### config.mk
export PLATFORM = sky130hd
export DESIGN_NAME = bmc_line_encoder
export DESIGN_NICKNAME = d
export VERILOG_FILES = /design/src/rtl/bmc_enc_pkg.sv /design/src/rtl/bmc_enc_ctrl.sv /design/src/rtl/bmc_enc_datapath.sv /design/src/rtl/bmc_line_encoder.sv
export SDC_FILE = /design/constraint.sdc
export NUM_CORES = 1
export LEC_CHECK = 0
export BUFFER_PORTS_ARGS = -buffer_cell sky130_fd_sc_hd__buf_2
export CAP_MARGIN = 10
export CORE_AREA = 2 2 39 41
export CTS_BUF_LIST = sky130_fd_sc_hd__clkbuf_2
export DETAILED_ROUTE_END_ITERATION = 7
export DIE_AREA = 0 0 41 43
export PLACE_DENSITY_LB_ADDON = 0.2
export SYNTH_ARGS = -nofsm -noshare
export SYNTH_HDL_FRONTEND = slang
export SYNTH_SLANG_ARGS = --single-unit
export TNS_END_PERCENT = 5
### constraint.sdc
create_clock -name clk -period 1.3 [get_ports clk]
set_input_delay 0.065 -clock clk [delete_from_list [all_inputs] [get_ports clk]]
set_output_delay 0.065 -clock clk [all_outputs]
set_load 0.01 [all_outputs]
### src/rtl/bmc_enc_pkg.sv
package bmc_enc_pkg;

  // Strobes issued by the control path to the datapath, one clock wide.
  typedef struct packed {
    logic load;       // capture a new byte into the shifter
    logic shift;      // advance to the next bit of the current byte
    logic cellStart;  // a bit cell begins on this edge
    logic midCell;    // second half of a cell begins on this edge
    logic clear;      // byte boundary reached with no data: go idle
  } encStrobes_t;

endpackage

### src/rtl/bmc_enc_ctrl.sv
module bmc_enc_ctrl
  import bmc_enc_pkg::*;
#(
  parameter int DATA_W = 8
) (
  input  logic        clk,
  input  logic        rst,
  input  logic        byteValid,
  output encStrobes_t strb
);

  localparam int CNT_W = (DATA_W > 1) ? $clog2(DATA_W) : 1;
  localparam logic [CNT_W-1:0] LAST_IDX = CNT_W'(DATA_W - 1);

  logic             halfPhase;  // 0: first half of a cell, 1: second half
  logic [CNT_W-1:0] bitIdx;

  logic cellEdge, atLast, doLoad, doAdvance, doIdle;

  assign cellEdge  = ~halfPhase;
  assign atLast    = (bitIdx == LAST_IDX);
  assign doLoad    = cellEdge && atLast && byteValid;
  assign doAdvance = cellEdge && !atLast;
  assign doIdle    = cellEdge && atLast && !byteValid;

  // Toggle flop: divides the fast clock to pace the bit cells.
  always_ff @(posedge clk) begin
    if (rst) halfPhase <= 1'b0;
    else     halfPhase <= ~halfPhase;
  end

  // Bit position; parks at the last index so the block idles until data.
  always_ff @(posedge clk) begin
    if (rst)            bitIdx <= LAST_IDX;
    else if (doLoad)    bitIdx <= '0;
    else if (doAdvance) bitIdx <= bitIdx + 1'b1;
  end

  always_comb begin
    strb.load      = doLoad;
    strb.shift     = doAdvance;
    strb.cellStart = doLoad || doAdvance;
    strb.midCell   = halfPhase;
    strb.clear     = doIdle;
  end


  strobe_excl_chk: assert property (@(posedge clk) disable iff (rst)
    $onehot0({strb.load, strb.shift, strb.clear}));


  load_then_mid_chk: assert property (@(posedge clk) disable iff (rst)
    strb.load |=> (strb.midCell && !strb.cellStart));

endmodule

### src/rtl/bmc_enc_datapath.sv
module bmc_enc_datapath
  import bmc_enc_pkg::*;
#(
  parameter int DATA_W = 8
) (
  input  logic              clk,
  input  logic              rst,
  input  logic [DATA_W-1:0] byteIn,
  input  encStrobes_t       strb,
  output logic              lineOut
);

  localparam int MSB = DATA_W - 1;

  logic [DATA_W-1:0] shiftReg;
  logic              lineQ;

  // Parallel-load, shift-left register; cleared when idle so no mid-cell edge.
  always_ff @(posedge clk) begin
    if (rst)             shiftReg <= '0;
    else if (strb.load)  shiftReg <= byteIn;
    else if (strb.shift) shiftReg <= {shiftReg[MSB-1:0], 1'b0};
    else if (strb.clear) shiftReg <= '0;
  end

  // Line flop: flips at each cell start, and mid-cell for a one.
  always_ff @(posedge clk) begin
    if (rst)
      lineQ <= 1'b0;
    else if (strb.cellStart || (strb.midCell && shiftReg[MSB]))
      lineQ <= ~lineQ;
  end

  assign lineOut = lineQ;


  reset_low_chk: assert property (@(posedge clk)
    rst |=> !lineOut);


  cell_edge_chk: assert property (@(posedge clk) disable iff (rst)
    strb.cellStart |=> (lineOut != $past(lineOut)));

endmodule

### src/rtl/bmc_line_encoder.sv
module bmc_line_encoder
  import bmc_enc_pkg::*;
#(
  parameter int DATA_W = 8
) (
  input  logic              clk,
  input  logic              rst,
  input  logic [DATA_W-1:0] byteIn,
  input  logic              byteValid,
  output logic              lineOut
);

  encStrobes_t strb;

  bmc_enc_ctrl #(.DATA_W(DATA_W)) ctrl_i (
    .clk       (clk),
    .rst       (rst),
    .byteValid (byteValid),
    .strb      (strb)
  );

  bmc_enc_datapath #(.DATA_W(DATA_W)) dp_i (
    .clk     (clk),
    .rst     (rst),
    .byteIn  (byteIn),
    .strb    (strb),
    .lineOut (lineOut)
  );


  idle_hold_chk: assert property (@(posedge clk) disable iff (rst)
    strb.clear |=> $stable(lineOut));

endmodule

# After elaboration in Yosys (flattened, before gate mapping)
# Index checks and enable logic that the tools add are counted.
dict set report op_classes {
  n_addsub 1
  reduce_logical 11
  eq_ne 1
  n_mux 5
  bitwise_logic 2
}
# operator count
set op_table {}
lappend op_table {{2-to-1 mux 8 bit} 3}
lappend op_table {{2-to-1 mux 3 bit} 2}
lappend op_table {{logical AND 1 bit} 5}
lappend op_table {{adder 3 x 1 -> 3 bit, second input constant} 1}
lappend op_table {{equality test 3 bit, second input constant} 1}
lappend op_table {{nonzero test 3 bit} 1}
lappend op_table {{logical NOT 1 bit} 2}
lappend op_table {{logical OR 1 bit} 2}
lappend op_table {{NOT 1 bit} 2}
lappend op_table {{nonzero test 2 bit} 1}
dict set report word_totals {
  input_bits 11
  out_inout_bits 1
  word_cells 24
  regBits 13
}

# Logic depth before layout (Yosys ltp)
# Gate-level depths: netlist of run 1.
dict set report logic_depth {
  depth_word 6
  ltp_mapped 5
  ltp_nobuf 5
}

# By module
# A second synthesis of run 1 with hierarchy kept.
dict set report unflattened {
  cells_unflattened 71
  hier_area_um2 678.2
}
# module area_per_inst_um2 cells_each seq_area_each_um2 instances
set by_module_without_submodules {}
lappend by_module_without_submodules {bmc_enc_datapath 470.5 50 180.2 1}
lappend by_module_without_submodules {bmc_enc_ctrl 207.7 21 80.1 1}

# Least setup slack after synthesis of run 1
# No wires, ideal clock.
dict set report synth_timing {
  kind {flip-flop to flip-flop}
  startpoint {register ctrl_i.bitIdx[0]}
  endpoint {register dp_i.lineQ, in the netlist dp_i.lineOut}
  period_less_slack_ns 1.332
  path_slack_ns -0.032
  t_required_ns 1.177
  setup_ns 0.123
  path_stages_with_launch 6
  n_path_buf 0
  arrival_time_ns 1.209
  path_cell_list {dfxtp_1 -> ha_1 -> ha_1 -> nand2b_4 -> mux2i_1 -> mux2_1}
}
dict set report synth_between {
  elab_chain_cells 5
  word_cells_on_any_way 7
  classes_between {1 x eq/ne; 6 x reduce/logical}
}
# element line
set synth_rtl {}
lappend synth_rtl {{start: declaration} bmc_enc_ctrl.sv:16} ;# logic [CNT_W-1:0] bitIdx;
lappend synth_rtl {{start signal: assignment} bmc_enc_ctrl.sv:36} ;# else if (doAdvance) bitIdx <= bitIdx + 1'b1;
lappend synth_rtl {{equality test 3 bit (*)} bmc_enc_ctrl.sv:21} ;# assign atLast = (bitIdx == LAST_IDX);
lappend synth_rtl {{logical AND 1 bit or logical NOT 1 bit (tied branches)} {bmc_enc_ctrl.sv:22, bmc_enc_ctrl.sv:23}}
lappend synth_rtl {{logical AND 1 bit, on equally long branches} {bmc_enc_ctrl.sv:22, bmc_enc_ctrl.sv:23}}
lappend synth_rtl {{logical OR 1 bit (*)} bmc_enc_ctrl.sv:42} ;# strb.cellStart = doLoad || doAdvance;
lappend synth_rtl {{logical OR 1 bit (*)} bmc_enc_datapath.sv:30} ;# else if (strb.cellStart || (strb.midCell && shiftReg[MSB]))
lappend synth_rtl {{end signal: assignment} bmc_enc_datapath.sv:31} ;# lineQ <= ~lineQ;
lappend synth_rtl {{end: declaration} bmc_enc_datapath.sv:16} ;# logic lineQ;
# Every way passes the cells marked *; elsewhere a longest branch is shown, timed or not.
# A chain may end at the register's enable or synchronous reset.

# Worst setup path after layout of run 1
# Ends and elaborated chain as after synthesis.

==> impl_metrics.toml, run 1 <==
[logic_synthesis]
synth_area_leader_cell = "dfxtp_1"
netlist_top_cells_area = "dfxtp_1, a21oi_1, a221oi_1"
synth_top_family_by_area = "compound AO/OA/AOI/OAI gates"
synth_simple_gate_area_share_pct = 16.36
synthAdderAreaFrac_pct = 4.141
synth_top_area_share_pct = 43.06
synthDistinctLibCells = 24
synth_compound_area_share_pct = 22.15
synth_nets = 79
synth.cells.most_frequent = "dfxtp_1, a21oi_1, nand3_1"
ys_seq_area_share_pct = 43.06
synthArstFlopShare_pct = 0
synth_ff_type = "dfxtp_1"
syn_avg_cell_area_sq_um = 9.157
synth_edf_count = 0
synth_xor_area_share_pct = 0
synthMuxAreaShare_pct = 3.520
synth_area_sq_um = 604.3
synth.most_common_cell = "dfxtp_1"
syn_inst = 66
ys_warn_count = 0
ys_ff_latch = 13

[global_route]
grt_pass1_wl_mm = 1.945
antenna_found_initial = 0
grt_overflow = 0
grt_max_degree = 16
grtUsageTotal_pct = 16.41
grt_pass1_vias = 450

[drt]
ant_nets = 0
via_per_inst = 5.427
wire_per_inst_um = 11.90
drc = 0
num_vias = 521
drt_first_pass_iters = 4
wirelength_mm = 1.142
drt_iter0_drc = 12

[clock_tree]
clock_path_buffers = 2
postCtsHoldBufs = 0
clkTransAtPathRegs_ps = 130
clock_latency_ps = 290
tritoncts = "built"
cts-root-buf = "clkbuf_2"
cts_max_level = 1
clock_sinks = 13
numCtsBuffers = 3

[placed_design]
place_area_sq_um = 686.9
port_buffers = 11
finalWeightedCongestion = 0.6828
dp_hpwl_um = 792.2

[setup_path]
worst_ep_required_time_ps = 1490
cpMaxStageDelayCell = "dfxtp_2"
critPathCaptureType = "flip-flop"
critical_path_peak_fanout = 4
critPathMostFrequentCell = "ha_4"
worstPathArrival_ps = 1520
criticalPathCategory = "flip-flop to flip-flop"
slowest_delay_ps = 370
startpoint_type = "flip-flop"
path_cells = "ha_4 -> ha_4 -> nand2b_4 -> mux2i_2 -> mux2_4"
reg2reg_depth = 5

[cells_and_area]
antenna_cells = 0
nets = 94
design_area_sq_um = 730.7
syn2layout_area_growth_pct = 20.91
drive_gt1_share_pct = 36.25

[hold_path]
hp-class = "input port to flip-flop"
holdPathStages = 3

[floorplan]
fp.dieH_um = 43
ioPinCount = 12
core.rowCount = 14
dieArea_sq_um = 1763
initial_core_util_pct = 43.67
die_x_um = 41
core-area_sq_um = 1384

[sta]
skew_ps = 3.011
slew_headroom_pct = 82.29
hold_violations = 0
timing.fmax_ghz = 0.7531
period_share_pct = 102.1
slew_violations = 0
finalSetupViolCount = 1
holdWs_ps = 23.73
final.setup.worst_slack_ps = -27.84
worst_pin_slew_ps = 265.7
min_period_ps = 1328
rsz0062_at_grt = "yes"

[pwr]
power_density_nw_per_um2 = 1429
leakage_nw = 0.2956
ir_drop_v = 0.0006422

[run]
drv_cap = 0

[outcome]
status = "complete, but fails checks"
failed_checks = "setup timing"
## registers in the layout, indices dropped and copies added (netlist names)
register	cells
dp_i.shiftReg	8
ctrl_i.halfPhase	1
ctrl_i.bitIdx	3
dp_i.lineOut	1
## power breakdown
part | switching, W | internal, W
clock network | 0.000144 | 0.0000815
logic | 0.000160 | 0.000171
registers | 0.0000359 | 0.000452
## final timing paths
path / slack (ps) / to / from
setup / recovery: -30 / dp_i.lineOut$_SDFFE_PP0P_ / ctrl_i.bitIdx[0]$_SDFFE_PP1P_
hold / removal: 20 / dp_i.shiftReg[1]$_SDFFE_PP0P_ / byteIn[1]
setup reg to reg: -30 / dp_i.lineOut$_SDFFE_PP0P_ / ctrl_i.bitIdx[0]$_SDFFE_PP1P_
hold reg to reg: 470 / dp_i.shiftReg[0]$_SDFFE_PP0P_ / dp_i.shiftReg[0]$_SDFFE_PP0P_
## layout make-up
class | count | area (sq um)
clock buffers | 4 | 20.02
fillers | 135 | 653.1
inverters | 6 | 31.28
multi-input cells | 42 | 311.5
flip-flops and latches | 13 | 262.8
well taps | 16 | 20.02
repair buffers | 15 | 85.08
## kinds of logic (layout without fill, tap and decap cells)
logic type	after synthesis	count (layout)
AOI/OAI and AO/OA	19	19
and+or+nand+nor	19	19
DFF	13	13
buffers and inverters	11	25
adders and majority gates	2	2
muxes	2	2
## per-stage QoR
stage | TNS [ps] | util, % | std cells | setup slack (ps) | total power (W)
finish | -27.84 | 52.80 | 96 | -27.84 | 0.001044
global route | -120.0 | 52.80 | 96 | -78.58 | 0.001113
CTS | -0.5201 | 51.99 | 96 | -0.5201 | 0.001026
detailed placement | -31.74 | 49.64 | 92 | -31.74 | 0.0007960
global placement | -4.763 | 49.64 | 92 | -4.700 | 0.0007974
floorplan | 0 | - | 66 | 3.450 | 0.0007098
## placed cells by master, fill, tap and decap left out
master      instances
a311o_1             1
clkinvlp_4          1
dfxtp_1            11
nor2b_1             1
nand2_1             1
dfxtp_2             2
nand2b_4            1
clkbuf_2            4
nor2_1              6
nor3_1              1
nand2_2             1
mux2_4              1
nand4_1             1
a211oi_1            3
nand3_1             7
ha_4                2
a211o_1             1
inv_1               4
a221o_1             1
a21oi_1             8
mux2i_2             1
a221oi_1            4
buf_4               4
a21boi_1            1
clkinv_4            1
buf_2              11
## routing by layer
metal  track usage, %  part of all wire [%]  vias to the layer above
met3            3.141                   5.1                        5
met5                0                     0                        -
met2            22.19                    42                       14
li1                 -                     -                      267
met1            22.19                    50                      235
met4            12.00                   3.0                        0
## critical path, delay by kind of cell (launching register included)
| family | cells | cell delay (ps) |
|---|---|---|
| muxes | 2 | 480 |
| DFF | 1 | 370 |
| adders and majority gates | 2 | 310 |
| and+or+nand+nor | 1 | 70 |
## repair_timing
action                                  in CTS  in global routing
resized for setup                            3                  3
pin swaps                                    0                  2
buffers inserted                             0                  0
endpoints found under the setup margin       5                  9
gates cloned                                 0                  0
Note: power is estimated with default switching activity, not from simulation.
==> run 2, diff against run 1 <==
- CORE_AREA: 2 2 39 41 -> not set
- CORE_UTILIZATION: not set -> 50
- DIE_AREA: 0 0 41 43 -> not set
- SYNTH_HIERARCHICAL: not set -> 1
==> run 2 against run 1 <==
Against the previous run:
- critical endpoint is now dp_i/shiftReg[2]$_SDFFE_PP0P_
- combinational power rose by 120%
- synthesized cell count up 7.6%
- the flow still finishes with violations (setup timing)
- highest routed layer is now met3
- final area is 31% higher
- critical path type unchanged
==> impl_metrics.toml, run 2 <==
[global_route]
grtUsageTotal_pct = 22.57
grt_max_degree = 17
antenna_found_initial = 0
grt_pass1_vias = 533
grt_pass1_wl_mm = 2.263
grt_overflow = 0

[logic_synthesis]
synth_area_leader_cell = "dfxtp_1"
ys_seq_area_share_pct = 38.38
synth_ff_type = "dfxtp_1"
syn_inst = 71
synth_area_sq_um = 678.2
synth.most_common_cell = "dfxtp_1"
ys_warn_count = 6
ys_ff_latch = 13
netlist_top_cells_area = "dfxtp_1, a311oi_2, nand3b_1"
synth.cells.most_frequent = "dfxtp_1, nor2_1, a311oi_2, nand2_1, nand3b_1"
synth_nets = 84
synth_top_area_share_pct = 38.38
synth_edf_count = 0
syn_avg_cell_area_sq_um = 9.551
synthDistinctLibCells = 22
synthArstFlopShare_pct = 0

[cells_and_area]
final_cell_mix = "dfxtp_1, buf_2, buf_4"
syn2layout_area_growth_pct = 41.33
nets = 106
top_regs = "dp_i/shiftReg: 8 flops, ctrl_i/bitIdx: 3 flops"
antenna_cells = 0
drive_gt1_share_pct = 58.70
fillers = 78
design_area_sq_um = 958.4
multi_input_area_sq_um = 450.4
largest_reg_flops = 8
seq_area_sq_um = 262.8
regMostFlops = "dp_i/shiftReg"

[hold_path]
hold_end = "dp_i/shiftReg[6]$_SDFFE_PP0P_"
holdPathStages = 3
hp-class = "input port to flip-flop"
min_from = "byteIn[6]"

[floorplan]
die_x_um = 38.83
ioPinCount = 12
dieArea_sq_um = 1507
initial_core_util_pct = 57.17
core-area_sq_um = 1186
core.rowCount = 12
fp.dieH_um = 38.83

[outcome]
status = "complete, but fails checks"
failed_checks = "setup timing"

[drt]
wirelength_mm = 1.590
drc = 0
via_per_inst = 5.547
drt_iter0_drc = 19
ant_nets = 0
num_vias = 588
drt_first_pass_iters = 4
wire_per_inst_um = 15.00

[clock_tree]
clock_path_buffers = 2
clock_latency_ps = 260
clkTransAtPathRegs_ps = 120
clock_sinks = 13
numCtsBuffers = 3
postCtsHoldBufs = 0
cts_max_level = 1
cts-root-buf = "clkbuf_2"
tritoncts = "built"

[sta]
slew_headroom_pct = 78.65
slew_violations = 0
worst_pin_slew_ps = 320.2
holdWs_ps = 55.79
rsz0062_at_grt = "yes"
final.setup.worst_slack_ps = -402.7
skew_ps = 1.470
finalSetupViolCount = 12
min_period_ps = 1703
hold_violations = 0
timing.fmax_ghz = 0.5873
period_share_pct = 131.0

[setup_path]
startpoint_type = "flip-flop"
critPathMostFrequentCell = "ha_4"
slowest_delay_ps = 440
reg2reg_depth = 6
path_cells = "ha_4 -> ha_4 -> nor3b_4 -> or3_4 -> buf_6 -> a311oi_2"
rr_endpoint = "dp_i/shiftReg[2]$_SDFFE_PP0P_"
startpoint = "ctrl_i/bitIdx[0]$_SDFFE_PP1P_"
r2r_slack_ps = -400
worstPathArrival_ps = 1880
critical_path_peak_fanout = 6
worst_ep_required_time_ps = 1480
critPathCaptureType = "flip-flop"
cpMaxStageDelayCell = "or3_4"
critPathTopFamily = "simple AND/OR/NAND/NOR gates"
r2r_start = "ctrl_i/bitIdx[0]$_SDFFE_PP1P_"
crit_buf_inv = 1
criticalPathCategory = "flip-flop to flip-flop"

[pwr]
leakage_nw = 0.3821
power_density_nw_per_um2 = 1574
ir_drop_v = 0.0009653

[placed_design]
pre_cts_ws_ps = -425.2
port_buffers = 11
place_area_sq_um = 832.0
dp_hpwl_mm = 1.017
finalWeightedCongestion = 0.6966

[run]
drv_cap = 0
run 2: report_power, final:
| group | leakage, nW | switching [W] | internal (W) | total (W) |
|---|---|---|---|---|
| Combinational | 0.258 | 0.000320 | 0.000417 | 0.000737 |
| Sequential | 0.107 | 0.0000780 | 0.000484 | 0.000562 |
| Clock | 0.0166 | 0.000128 | 0.0000816 | 0.000210 |
| Total | 0.382 | 0.000526 | 0.000983 | 0.00151 |
run 2: area by class of cell:
type / instances / area share, %
Sequential cell: 13 / 27.42
Clock buffer: 4 / 2.089
Inverter: 3 / 1.175
Timing Repair Buffer: 25 / 20.50
Multi-Input combinational cell: 47 / 47.00
Tap cell: 14 / 1.828
run 2: worst max path at each step:
stage	endpoint	slack [ps]	cells past startpoint
after detailed placement	dp_i/shiftReg[2]$_SDFFE_PP0P_	-430	6
after CTS	dp_i/shiftReg[2]$_SDFFE_PP0P_	-440	6
after global placement	dp_i/shiftReg[2]$_SDFFE_PP0P_	-350	6
final	dp_i/shiftReg[2]$_SDFFE_PP0P_	-400	6
after global routing	dp_i/shiftReg[2]$_SDFFE_PP0P_	-450	6
after floorplan	dp_i/shiftReg[3]$_SDFFE_PP0P_	-420	7
run 2: worst register-to-register path, cell delays in order, from the launching register on:
cell and delay (ps):
dfxtp_2 360, ha_4 160, ha_4 160, nor3b_4 150
or3_4 440, buf_6 150, a311oi_2 200
run 2: stage by stage:
step                setup TNS [ps]  util (%)  cells  power [W]
floorplan                    -3100         -     71  0.0009990
global route                 -3915     80.80    106   0.001596
global placement             -2885     70.15     99   0.001121
CTS                          -3317     77.22    106   0.001450
detailed placement           -3467     70.15     99   0.001152
finish                       -3297     80.80    106   0.001509
run 2: metal layers:
metal / part of all wire, % / vias up / global-route usage (%) / routed length (um)
met1: 45 / 282 / 25.00 / 709
met2: 53 / 11 / 40.00 / 837
li1: - / 295 / - / -
met5: 0 / - / 0 / 0
met3: 2.8 / 0 / 3.468 / 44
met4: 0 / 0 / 12.93 / 0
run 2: kinds of logic after synthesis:
family | synth area share (%)
AO/OA/AOI/OAI | 22.70
XOR/XNOR | 1.292
adder cells (fa/ha/maj) | 3.689
buffers and inverters | 10.52
flip-flops | 38.38
AND/OR/NAND/NOR | 23.43
run 2: timing repair:
item,CTS,global route
endpoints found under the setup margin,12,12
gates resized for setup,9,11
pin swaps,7,4
setup buffers,3,0
==> run 3, diff against run 2 <==
- MAX_ROUTING_LAYER: not set -> met4
==> run 3 against run 2 <==
Against the previous run:
- the flow still finishes with violations (setup timing)
- global-route usage up 0.56 points
- clock skew up 1.0 ps
- sequential share of layout area unchanged
==> impl_metrics.toml, run 3 (same netlist as run 2, synthesis figures left out) <==
[cells_and_area]
top_regs = "dp_i/shiftReg: 8 flops, ctrl_i/bitIdx: 3 flops"
nets = 106
largest_reg_flops = 8
antenna_cells = 0
syn2layout_area_growth_pct = 41.33
seq_area_sq_um = 262.8
final_cell_mix = "dfxtp_1, buf_2, buf_4"
regMostFlops = "dp_i/shiftReg"
multi_input_area_sq_um = 450.4
drive_gt1_share_pct = 58.70
fillers = 78

[setup_path]
startpoint_type = "flip-flop"
criticalPathCategory = "flip-flop to flip-flop"
reg2reg_depth = 6
critical_path_peak_fanout = 6
worst_ep_required_time_ps = 1480
worstPathArrival_ps = 1880
critPathCaptureType = "flip-flop"

[drt]
drt_first_pass_iters = 4
drt_iter0_drc = 15
wire_per_inst_um = 14.93
num_vias = 592
wirelength_mm = 1.583
drc = 0
ant_nets = 0
via_per_inst = 5.585

[hold_path]
hp-class = "input port to flip-flop"
holdPathStages = 3

[sta]
slew_headroom_pct = 78.73
rsz0062_at_grt = "yes"
hold_violations = 0
tns_ps = -3324
period_share_pct = 131.3
final.setup.worst_slack_ps = -406.9
min_period_ps = 1707
worst_pin_slew_ps = 318.6
slew_violations = 0
finalSetupViolCount = 12
timing.fmax_ghz = 0.5859
skew_ps = 2.514

[clock_tree]
clkTransAtPathRegs_ps = 120
clock_sinks = 13
clock_path_buffers = 2
tritoncts = "built"
clock_latency_ps = 260
cts_max_level = 1
cts-root-buf = "clkbuf_2"
numCtsBuffers = 3

[placed_design]
port_buffers = 11
dp_hpwl_mm = 1.017
finalWeightedCongestion = 0.7042

[pwr]
switching_share_pct = 34.80
p_clk_share_pct = 13.8
power_density_nw_per_um2 = 1573
finalPower_w = 0.001507
p_sw_w = 0.0005244
pwr-share-seq_pct = 37.3
p_int_w = 0.0009827
ir_drop_v = 0.0009653
pwr-share-comb_pct = 48.9
leakage_nw = 0.3821

[floorplan]
core-area_sq_um = 1186
ioPinCount = 12
initial_core_util_pct = 57.17
fp.dieH_um = 38.83
dieArea_sq_um = 1507
core.rowCount = 12
die_x_um = 38.83

[global_route]
grt_max_degree = 17
grt_pass1_vias = 533
grt_pass1_wl_mm = 2.256
grtUsageTotal_pct = 23.12
antenna_found_initial = 0
grt_overflow = 0

[run]
drv_cap = 0

[outcome]
status = "complete, but fails checks"
failed_checks = "setup timing"
-- run 3: cell counts in the layout (fill, tap and decap cells not counted) --
No cell type changed its count.
-- run 3: worst max-delay path, stage by stage (launching register included) --
cell and delay [ps]:
dfxtp_2 360, ha_4 160, ha_4 160, nor3b_4 150
or3_4 440, buf_6 150, a311oi_2 200
-- run 3: cell type report --
cell class              count  share of cell area (%)
well taps                  14                   1.828
repair buffers             25                   20.50
flip-flops and latches     13                   27.42
inverters                   3                   1.175
clock buffers               4                   2.089
multi-input cells          47                   47.00
-- run 3: worst paths after layout --
kind / start / endpoint / slack, ps
max reg2reg: ctrl_i/bitIdx[0]$_SDFFE_PP1P_ / dp_i/shiftReg[2]$_SDFFE_PP0P_ / -410
min reg2reg: dp_i/lineOut$_SDFFE_PP0P_ / dp_i/lineOut$_SDFFE_PP0P_ / 520
min: byteIn[6] / dp_i/shiftReg[6]$_SDFFE_PP0P_ / 60
max: ctrl_i/bitIdx[0]$_SDFFE_PP1P_ / dp_i/shiftReg[2]$_SDFFE_PP0P_ / -410
-- run 3: per-stage QoR --
stage,utilization [%],instance area [sq um],cells,hold slack (ps),setup slack [ps]
2_1_floorplan,-,733.2,71,131.7,-422.1
3_3_place_gp,70.15,832.0,99,324.4,-354.0
3_5_place_dp,70.15,832.0,99,340.4,-425.2
4_1_cts,77.22,915.9,106,36.82,-441.4
5_1_grt,80.80,958.4,106,15.28,-453.8
6_report,80.80,958.4,106,56.56,-406.9
-- run 3: layer usage --
| layer | up-vias | share of wire, % | global-route usage [%] |
|---|---|---|---|
| li1 | 294 | - | - |
| met1 | 283 | 44 | 25.00 |
| met2 | 15 | 53 | 40.00 |
| met3 | 0 | 3.2 | 3.468 |
| met4 | 0 | 0 | 12.93 |
| met5 | - | 0 | - |
-- run 3: timing repair --
action                                  4_1_cts  5_1_grt
resized for setup                             9       11
cloned                                        0        0
hold buffers                                  0        0
pin swaps                                     7        4
buffers inserted                              3        0
endpoints found under the setup margin       12       12
-- run 3: power by group through the flow --
stage	Sequential (W)	Clock, W	Combinational [W]
after floorplan	0.000551	0	0.000448
after CTS	0.000559	0.000220	0.000671
after global routing	0.000572	0.000243	0.000784
after global placement	0.000553	0	0.000567
final	0.000563	0.000208	0.000737
after detailed placement	0.000558	0	0.000594
